## src/rtl/fpl_pkg.sv

```systemverilog
package fpl_pkg;

  // Tap positions in right-shift orientation: bit 0 always feeds back.
  function automatic logic [63:0] tap_mask(input int w);
    logic [63:0] m;
    case (w)
      3, 4, 6, 7: m = 64'h3;
      5:          m = 64'h5;
      8:          m = 64'h1D;
      16:         m = 64'h100B;
      default:    m = 64'h3;
    endcase
    return m;
  endfunction

  function automatic int tap_count(input int w);
    logic [63:0] m;
    int n;
    m = tap_mask(w);
    n = 0;
    for (int i = 0; i < 64; i++) n += int'(m[i]);
    return n;
  endfunction

  // Position of the tap other than bit 0, for two-tap widths.
  function automatic int upper_tap(input int w);
    logic [63:0] m;
    int p;
    m = tap_mask(w);
    p = 1;
    for (int i = 63; i > 0; i--) if (m[i]) p = i;
    return p;
  endfunction

endpackage

```

## src/rtl/fpl_taps.sv

```systemverilog
module fpl_taps #(
  parameter int W = 8
) (
  input  logic [W-1:0] cur,
  output logic         lin_fb
);
  localparam int          NTAPS = fpl_pkg::tap_count(W);
  localparam logic [63:0] MASK  = fpl_pkg::tap_mask(W);
  localparam logic [W-1:0] WMASK = MASK[W-1:0];

  generate
    if (NTAPS == 2) begin : g_pair
      localparam int HI = fpl_pkg::upper_tap(W);
      assign lin_fb = cur[0] ^ cur[HI];
    end else begin : g_tree
      assign lin_fb = ^(cur & WMASK);
    end
  endgenerate
endmodule

```

## src/rtl/fpl_escape.sv

```systemverilog
module fpl_escape #(
  parameter int W = 8
) (
  input  logic [W-1:0] cur,
  output logic         upper_clear
);
  // NOR of every bit except bit 0.
  assign upper_clear = ~|cur[W-1:1];
endmodule

```

## src/rtl/fpl_shreg.sv

```systemverilog
module fpl_shreg #(
  parameter int W = 8
) (
  input  logic         clk,
  input  logic         rst_n,
  input  logic         en,
  input  logic         fb_in,
  output logic [W-1:0] q
);
  always_ff @(posedge clk or negedge rst_n) begin
    if (!rst_n)  q <= '1;
    else if (en) q <= {fb_in, q[W-1:1]};
  end

  // hold while disabled
  a_r7_hold: assert property (@(posedge clk) disable iff (!rst_n)
    !en |=> $stable(q));
  // shift toward bit 0
  a_r2_shift: assert property (@(posedge clk) disable iff (!rst_n)
    en |=> q[W-2:0] == $past(q[W-1:1]));
endmodule

```

## src/rtl/fpl_counter.sv

```systemverilog
module fpl_counter #(
  parameter int W = 8
) (
  input  logic         clk,
  input  logic         rst_n,
  input  logic         en,
  output logic [W-1:0] state,
  output logic         ser
);
  localparam logic [W-1:0] ONLY_LSB = W'(1);
  localparam logic [W-1:0] ONLY_MSB = ONLY_LSB << (W - 1);

  logic lin_fb;
  logic upper_clear;
  logic fb;

  fpl_taps #(.W(W)) u_taps (
    .cur    (state),
    .lin_fb (lin_fb)
  );

  fpl_escape #(.W(W)) u_esc (
    .cur         (state),
    .upper_clear (upper_clear)
  );

  assign fb = lin_fb ^ upper_clear;

  fpl_shreg #(.W(W)) u_reg (
    .clk   (clk),
    .rst_n (rst_n),
    .en    (en),
    .fb_in (fb),
    .q     (state)
  );

  assign ser = state[0];

  // state still all ones at first edge after reset release
  a_r1_reset_value: assert property (@(posedge clk) disable iff (!rst_n)
    $rose(rst_n) |-> state == '1);
  // escape into all zeros
  a_r4_enter_zero: assert property (@(posedge clk) disable iff (!rst_n)
    (en && state == ONLY_LSB) |=> state == '0);
  // leave all zeros to top bit only
  a_r5_leave_zero: assert property (@(posedge clk) disable iff (!rst_n)
    (en && state == '0) |=> state == ONLY_MSB);
endmodule

```

## config.mk

```make
export PLATFORM = sky130hd
export DESIGN_NAME = fpl_counter
export DESIGN_NICKNAME = d
export VERILOG_FILES = /design/src/rtl/fpl_pkg.sv /design/src/rtl/fpl_taps.sv /design/src/rtl/fpl_escape.sv /design/src/rtl/fpl_shreg.sv /design/src/rtl/fpl_counter.sv
export SDC_FILE = /design/constraint.sdc
export NUM_CORES = 1
export LEC_CHECK = 0
export ABC_AREA = 0
export BUFFER_PORTS_ARGS = -buffer_cell sky130_fd_sc_hd__buf_2
export CORE_AREA = 2 2 39 41
export DETAILED_ROUTE_END_ITERATION = 10
export DIE_AREA = 0 0 41 43
export GPL_TIMING_DRIVEN = 0
export PLACE_DENSITY = 0.61
export RECOVER_POWER = 100
export SKIP_CTS_REPAIR_TIMING = 1
export SLEW_MARGIN = 20
export SYNTH_ARGS = -nofsm -noshare
export SYNTH_HDL_FRONTEND = slang
export SYNTH_SLANG_ARGS = --single-unit
```

## constraint.sdc

```tcl
create_clock -name clk -period 1.65 [get_ports clk]
set_clock_uncertainty 0.1 [all_clocks]
set_input_delay 0.2475 -clock clk [delete_from_list [all_inputs] [get_ports clk]]
set_output_delay 0.2475 -clock clk [all_outputs]
set_load 0.02 [all_outputs]
```

==> Word-level counts from Yosys, hierarchy flattened <==
Cells that the tools add are included.
{ "word_totals": {"regBits": 8, "latch_bits": 0, "ram_bits": 0, "romBits": 0, "input_bits": 3, "output_inout_bits": 9, "word_cells": 5, "memories": 0} }
{ "classes": {"add_sub_neg": 0, "mul": 0, "div_mod_pow": 0, "n_lt_le_gt_ge": 0, "eq_ne": 0, "n_shift": 0, "mux": 0, "bitwise": 1, "reduce_logical": 3} }
{ "ops": {"columns": ["op", "n"], "rows": [
  ["$reduce_xor A8 Y1", 1],
  ["$reduce_or A7 Y1", 1],
  ["$logic_not A1 Y1", 1],
  ["$xor A1 B1 Y1", 1]
]} }

==> Longest topological paths before layout <==
Gate-level depths: netlist of run 1.
{ "logic_depth": {"ltp_word": 3, "ltp_mapped": 4, "mapped_depth_nobuf": 4} }

==> Hierarchy <==
A second synthesis of run 1 with hierarchy kept.
{ "hier_totals": {"hier_cells": 24, "area_unflattened_um2": 404.1} }
{ "by_module_without_submodules": {"columns": ["mod", "n_inst", "cells_each", "area_per_inst_um2", "seq_area_each_um2"], "rows": [
  ["fpl_shreg", 1, 17, 341.6, 210.2],
  ["fpl_taps", 1, 3, 26.3, 0.0],
  ["fpl_escape", 1, 2, 20.0, 0.0],
  ["fpl_counter", 1, 2, 16.3, 0.0]
]} }

==> Worst setup path before layout of run 1 <==
OpenSTA, ideal clock, no wires.
{ "synth_timing": {"kind": "register to register", "from": "register u_reg.q[6]", "to": "register u_reg.q[7]", "setup_ns": 0.082, "arrival_time_ns": 1.567, "required_ns": 1.468, "path_slack_ns": -0.100, "stages_incl_launch_ff": 5, "n_path_buf": 0, "period_less_slack_ns": 1.750, "path_cell_list": "dfstp_2 > or4_4 > or4_1 > a21oi_1 > a21oi_1"} }
{ "synth_between": {"elab_chain_len": 3} }
{ "synth_rtl": {"columns": ["element", "line_no", "source"], "rows": [
  ["from (decl)", "fpl_shreg.sv:8", "output logic [W-1:0] q"],
  ["from (signal assigned)", "fpl_shreg.sv:12", "else if (en) q <= {fb_in, q[W-1:1]};"],
  ["$reduce_or A7 Y1", "fpl_escape.sv:8", "assign upper_clear = ~|cur[W-1:1];"],
  ["$logic_not A1 Y1", "fpl_escape.sv:8", null],
  ["$xor A1 B1 Y1", "fpl_counter.sv:27", "assign fb = lin_fb ^ upper_clear;"]
]} }
No other way between the ends.
A chain may end at the register's enable or synchronous reset.

==> Worst setup path after layout of run 1 <==
{ "layout_timing": {"from": "register u_reg.q[1]", "to": "register u_reg.q[7]"} }
The elaborated chain is that of the path after synthesis.

==> results of run 1 <==
## path summary, 6_finish.rpt
check,endpoint,startpoint
worst min register to register,u_reg.q[6],u_reg.q[6]
min in group asynchronous,u_reg.q[0],rst_n
max in group asynchronous,u_reg.q[7],rst_n
worst max register to register,u_reg.q[7],u_reg.q[1]
worst min-delay path,u_reg.q[7],en
worst max-delay path,u_reg.q[7],u_reg.q[1]
## logic make-up after synthesis
group           Yosys count
flops                     8
compound gates            4
xor+xnor                  3
buf+inv                   3
simple gates              4
mux                       6
## power groups by stage
stage	clock network [mW]	logic [mW]	registers, mW
floorplan	0	0.250	0.582
global placement	0	0.497	0.475
detailed placement	0	0.506	0.479
CTS	0.155	0.506	0.477
global route	0.162	0.570	0.489
finish	0.142	0.522	0.469
## per-stage QoR
step,hold WS [ps],utilization [%],std cells,cell area (µm²),worst slack [ps]
after floorplan,-0.3356,-,28,366.6,-12.67
after global placement,214.6,31.56,54,436.7,-2.113
after detailed placement,217.1,31.56,54,436.7,-8.015
after CTS,-57.35,33.18,57,459.2,-21.89
after global routing,365.1,34.36,59,475.5,-53.82
final,343.1,34.36,59,475.5,-12.47
## area by class of cell
cell class | instances | area (µm²) | share of cell area (%)
plain buffers | 2 | 11.26 | 2.368
clock buffers | 3 | 22.52 | 4.737
inverters | 1 | 3.754 | 0.7895
multi-input cells | 17 | 141.4 | 29.74
flip-flops and latches | 8 | 210.2 | 44.21
well taps | 16 | 20.02 | 4.211
repair buffers | 12 | 66.31 | 13.95
## Yosys cell counts (all sizes together)
cell | number | area share [%]
dfstp | 8 | 57
inv | 1 | 1.0
buf | 1 | 2.0
a21oi | 2 | 2.7
xnor2 | 3 | 7.2
nand2 | 1 | 1.0
clkbuf | 1 | 1.0
nor3 | 1 | 1.4
o21ai | 2 | 2.7
or4 | 2 | 5.1
mux2 | 6 | 18
## routing by layer
| layer | GRT usage (%) | wire, µm | vias up |
|---|---|---|---|
| met1 | 11.74 | 309 | 127 |
| met5 | 0 | 0 | - |
| li1 | - | - | 130 |
| met3 | 4.712 | 44 | 0 |
| met4 | 4.000 | 0 | 0 |
| met2 | 13.13 | 311 | 7 |
## tightest hold or removal path, cell delays in order
cell and delay (ps):
clkbuf_1 200, a21oi_1 180, a21oi_1 50
==> run metrics, run 1 <==
Synthesized Nets 31; Setup crit end kind register; Synth Area in Compound Gates 5.461%; Psw around 0.43 mW; clk buf depth 2; share of cells above drive strength 1 between 60% and 70%; status finished, violations left; vias per cell between 4 and 5; register area share after synthesis 57.34%; Clock power frac approximately an eighth; Gate power share between 40% and 50%; Req. time, crit path 1720 ps; CP max FO 2; Tot Pwr 1.132 mW; largest family of logic cells by synthesized area multiplexers; clock latency on the worst-skew pair about 240 ps; final critical-path share of the clock period 100.8%; cell count along the critical path 4; RSZ-0062 raised after global routing true; register bit total from synthesis 8; WS Path Type reg2reg; Worst-Margin Slew ~430 ps; simple-gate share of the synthesized area around 7.5%; syn avg cell area approximately 13 µm²; # setup viols final 1; Sw Share about two fifths; CP arrival 1730 ps; grt total ovfl 0; failing checks negative setup slack; post-route ant nets 0; initial antenna violation count 0; I/O Buffers 10; Reg clk slew, reported paths roughly 50 ps; path depth of the worst reg2reg path 4; Critical Path, Cell by Cell or4_4 -> or4_1 -> a21oi_1 -> a21oi_1; Worst setup SP type register; first-pass iteration count of the detailed router 2; Vias ~260; Total Nets Final between 40 and 50; flop-to-flop setup slack -10 ps; final hold vios 0; first-pass GRT wire length approximately 1.1 mm; Mapped Cells 28; XOR/XNOR share of the synthesized area ~7.2%; GR Util All Layers under 10%; DR WL/cell 11.29 µm; H-Tree Depth 1; die width between 40 and 50 µm; CP max stage cell or4_4; sequential share of power 41.4%; number of global-route vias before repair approximately 260; Core Area around 1400 µm²; delay-heaviest family, CP simple AND/OR/NAND/NOR gates; Pins Over Slew Limit 0; TritonCTS buffer count 3; yosys warns 0; Post-Route Setup TNS -12.47 ps; Initial Utilization 26.49%; die area 1763 µm²; GPL Wtd Cong approximately 0.62; Hold Path Class in2reg; die height around 43 µm; I/O pin count 12; row cnt 14; DRC Markers 0; Max Clock Freq around 600 MHz; Num Clock Sinks 8; crit path time final 1662 ps; max reg flops 8; number of distinct library cells after synthesis 12; number of cells on the worst hold path 3; most frequent cells in the layout buf_2, dfstp_2, mux2_2, xnor2_1, clkbuf_4; commonest non-fill, non-tap cell in the layout buf_2; WL final ~670 µm; CTS tree built; largest net degree at the start of global routing 10; WP buf/inv 0; P_int 0.6986 mW; Peak VDD IR 0.7191 mV; Max Cap Viol 0; Largest regs u_reg.q: 8 flops; power density over the cells 2382 nW/µm²; mux share of post-synthesis cell area 18.43%; Leak ~0.2 nW; Netlist Area Pre-Place between 300 and 400 µm²; CP max stage delay 520 ps; DRT iter0 DRCs 2; root buffer cell clkbuf_4; Fillers approximately 150; most frequent CP cell a21oi_1; final worst slack -12.47 ps; max_slew headroom between 70% and 80%; Layout area overhead 29.69%; Ant. Diodes 0; Top reg by flops u_reg.q; Post-Synth Adder-Cell Area 0%
(Power assumes the default switching activity.)
==> inputs of run 2 (changes only) <==
--- a/constraint.sdc
+++ b/constraint.sdc
@@ -3,3 +3,3 @@
 set_input_delay 0.2475 -clock clk [delete_from_list [all_inputs] [get_ports clk]]
 set_output_delay 0.2475 -clock clk [all_outputs]
-set_load 0.02 [all_outputs]
+set_load 0.01 [all_outputs]
==> run metrics, run 2 (same netlist as run 1, synthesis figures left out) <==
Fillers 150; Total Nets Final between 40 and 50; first-pass iteration count of the detailed router 1; root buffer cell clkbuf_4; # setup viols final 1; CTS tree built; clk buf depth 2; Layout area overhead 29.35%; WS Path Type reg2reg; Max Cap Viol 0; Reg clk slew, reported paths around 50 ps; CP max FO 4; WHS about 340 ps; share of cells above drive strength 1 between 60% and 70%; sequential cell area between 200 and 250 µm²; RSZ-0062 raised after global routing true; footprint of the multi-input gates approximately 150 µm²; final hold vios 0; DR WL/cell around 11 µm; I/O pin count 12; H-Tree Depth 1; number of global-route vias before repair 245; Top reg by flops u_reg.q; Worst setup SP type register; Peak VDD IR 0.5729 mV; power density over the cells approximately 2200 nW/µm²; die height 43 µm; die area between 1500 and 2000 µm²; die width 41 µm; failing checks negative setup slack; max reg flops 8; largest net degree at the start of global routing 10; Tot Pwr 1.037 mW; status finished, violations left; Initial Utilization 26.49%; TritonCTS buffer count 3; GPL Wtd Cong roughly 0.62; DRT iter0 DRCs 0; Largest regs u_reg.q: 8 flops; final critical-path share of the clock period 106.0%; Num Clock Sinks 8; max_slew headroom between 60% and 70%; first-pass GRT wire length ~990 µm; WL final 640 µm; Ant. Diodes 0; Leak just under 0.2 nW; grt total ovfl 0; DRC Markers 0; Worst-Margin Slew around 470 ps; Core Area about 1400 µm²; Max Clock Freq approximately 570 MHz; Setup crit end kind register; crit path time final 1749 ps; Pins Over Slew Limit 0; final worst slack -99.05 ps; Hold Path Class in2reg; GR Util All Layers around 9%; most frequent cells in the layout buf_2, dfstp_2, mux2_2; Vias roughly 250; post-route ant nets 0; I/O Buffers 10; vias per cell between 4 and 5; CP arrival between 1500 and 2000 ps; clock latency on the worst-skew pair ~250 ps; Req. time, crit path roughly 1700 ps; initial antenna violation count 0; row cnt 14
-- run 2: changes by cell type in the layout (fill, tap and decap cells not counted) --
cell      previous run  this run
a21oi_1              2         1
a21oi_2              0         1
buf_2                9         8
buf_4                2         1
clkbuf_1             2         3
or4_1                1         0
or4_4                1         2
-- run 2: report_power, final --
part / switching [mW] / total [mW] / internal, mW
Clock: 0.0610 / 0.144 / 0.0829
Sequential: 0.108 / 0.472 / 0.364
Combinational: 0.183 / 0.421 / 0.238
-- run 2: final timing paths --
kind	start	to	slack (ps)	cells after the start
max	u_reg.q[6]	u_reg.q[7]	-100	4
min	en	u_reg.q[6]	340	3
max reg2reg	u_reg.q[6]	u_reg.q[7]	-100	4
min reg2reg	u_reg.q[6]	u_reg.q[6]	400	2
max in group asynchronous	rst_n	u_reg.q[1]	770	2
min in group asynchronous	rst_n	u_reg.q[3]	650	2
-- run 2: area by class of cell --
cell class | count | area share [%]
flip-flops and latches | 8 | 44.33
repair buffers | 11 | 12.14
clock buffers | 3 | 4.749
multi-input cells | 17 | 31.40
plain buffers | 2 | 2.375
well taps | 16 | 4.222
inverters | 1 | 0.7916
-- run 2: layer usage --
layer	vias to the layer above	global-route usage (%)	part of all wire [%]
met1	119	10.86	47
met3	0	3.141	5.6
li1	126	-	-
met2	8	12.19	47
met4	0	6.000	0
met5	-	0	0
-- run 2: worst max-delay path, stage by stage, from the launching register on --
cell and delay, ps:
dfstp_2 380, or4_4 530, or4_4 490, a21oi_2 130
a21oi_1 50
-- run 2: through the flow --
step	setup WS [ps]	utilization [%]	std cells	setup TNS, ps	cell area [µm²]
6_report	-99.05	34.27	58	-99.05	474.2
3_3_place_gp	-78.53	31.56	54	-78.53	436.7
5_1_grt	-145.0	34.27	58	-145.0	474.2
4_1_cts	-116.1	33.18	57	-116.1	459.2
2_1_floorplan	-58.10	-	28	-58.10	366.6
3_5_place_dp	-111.3	31.56	54	-111.3	436.7
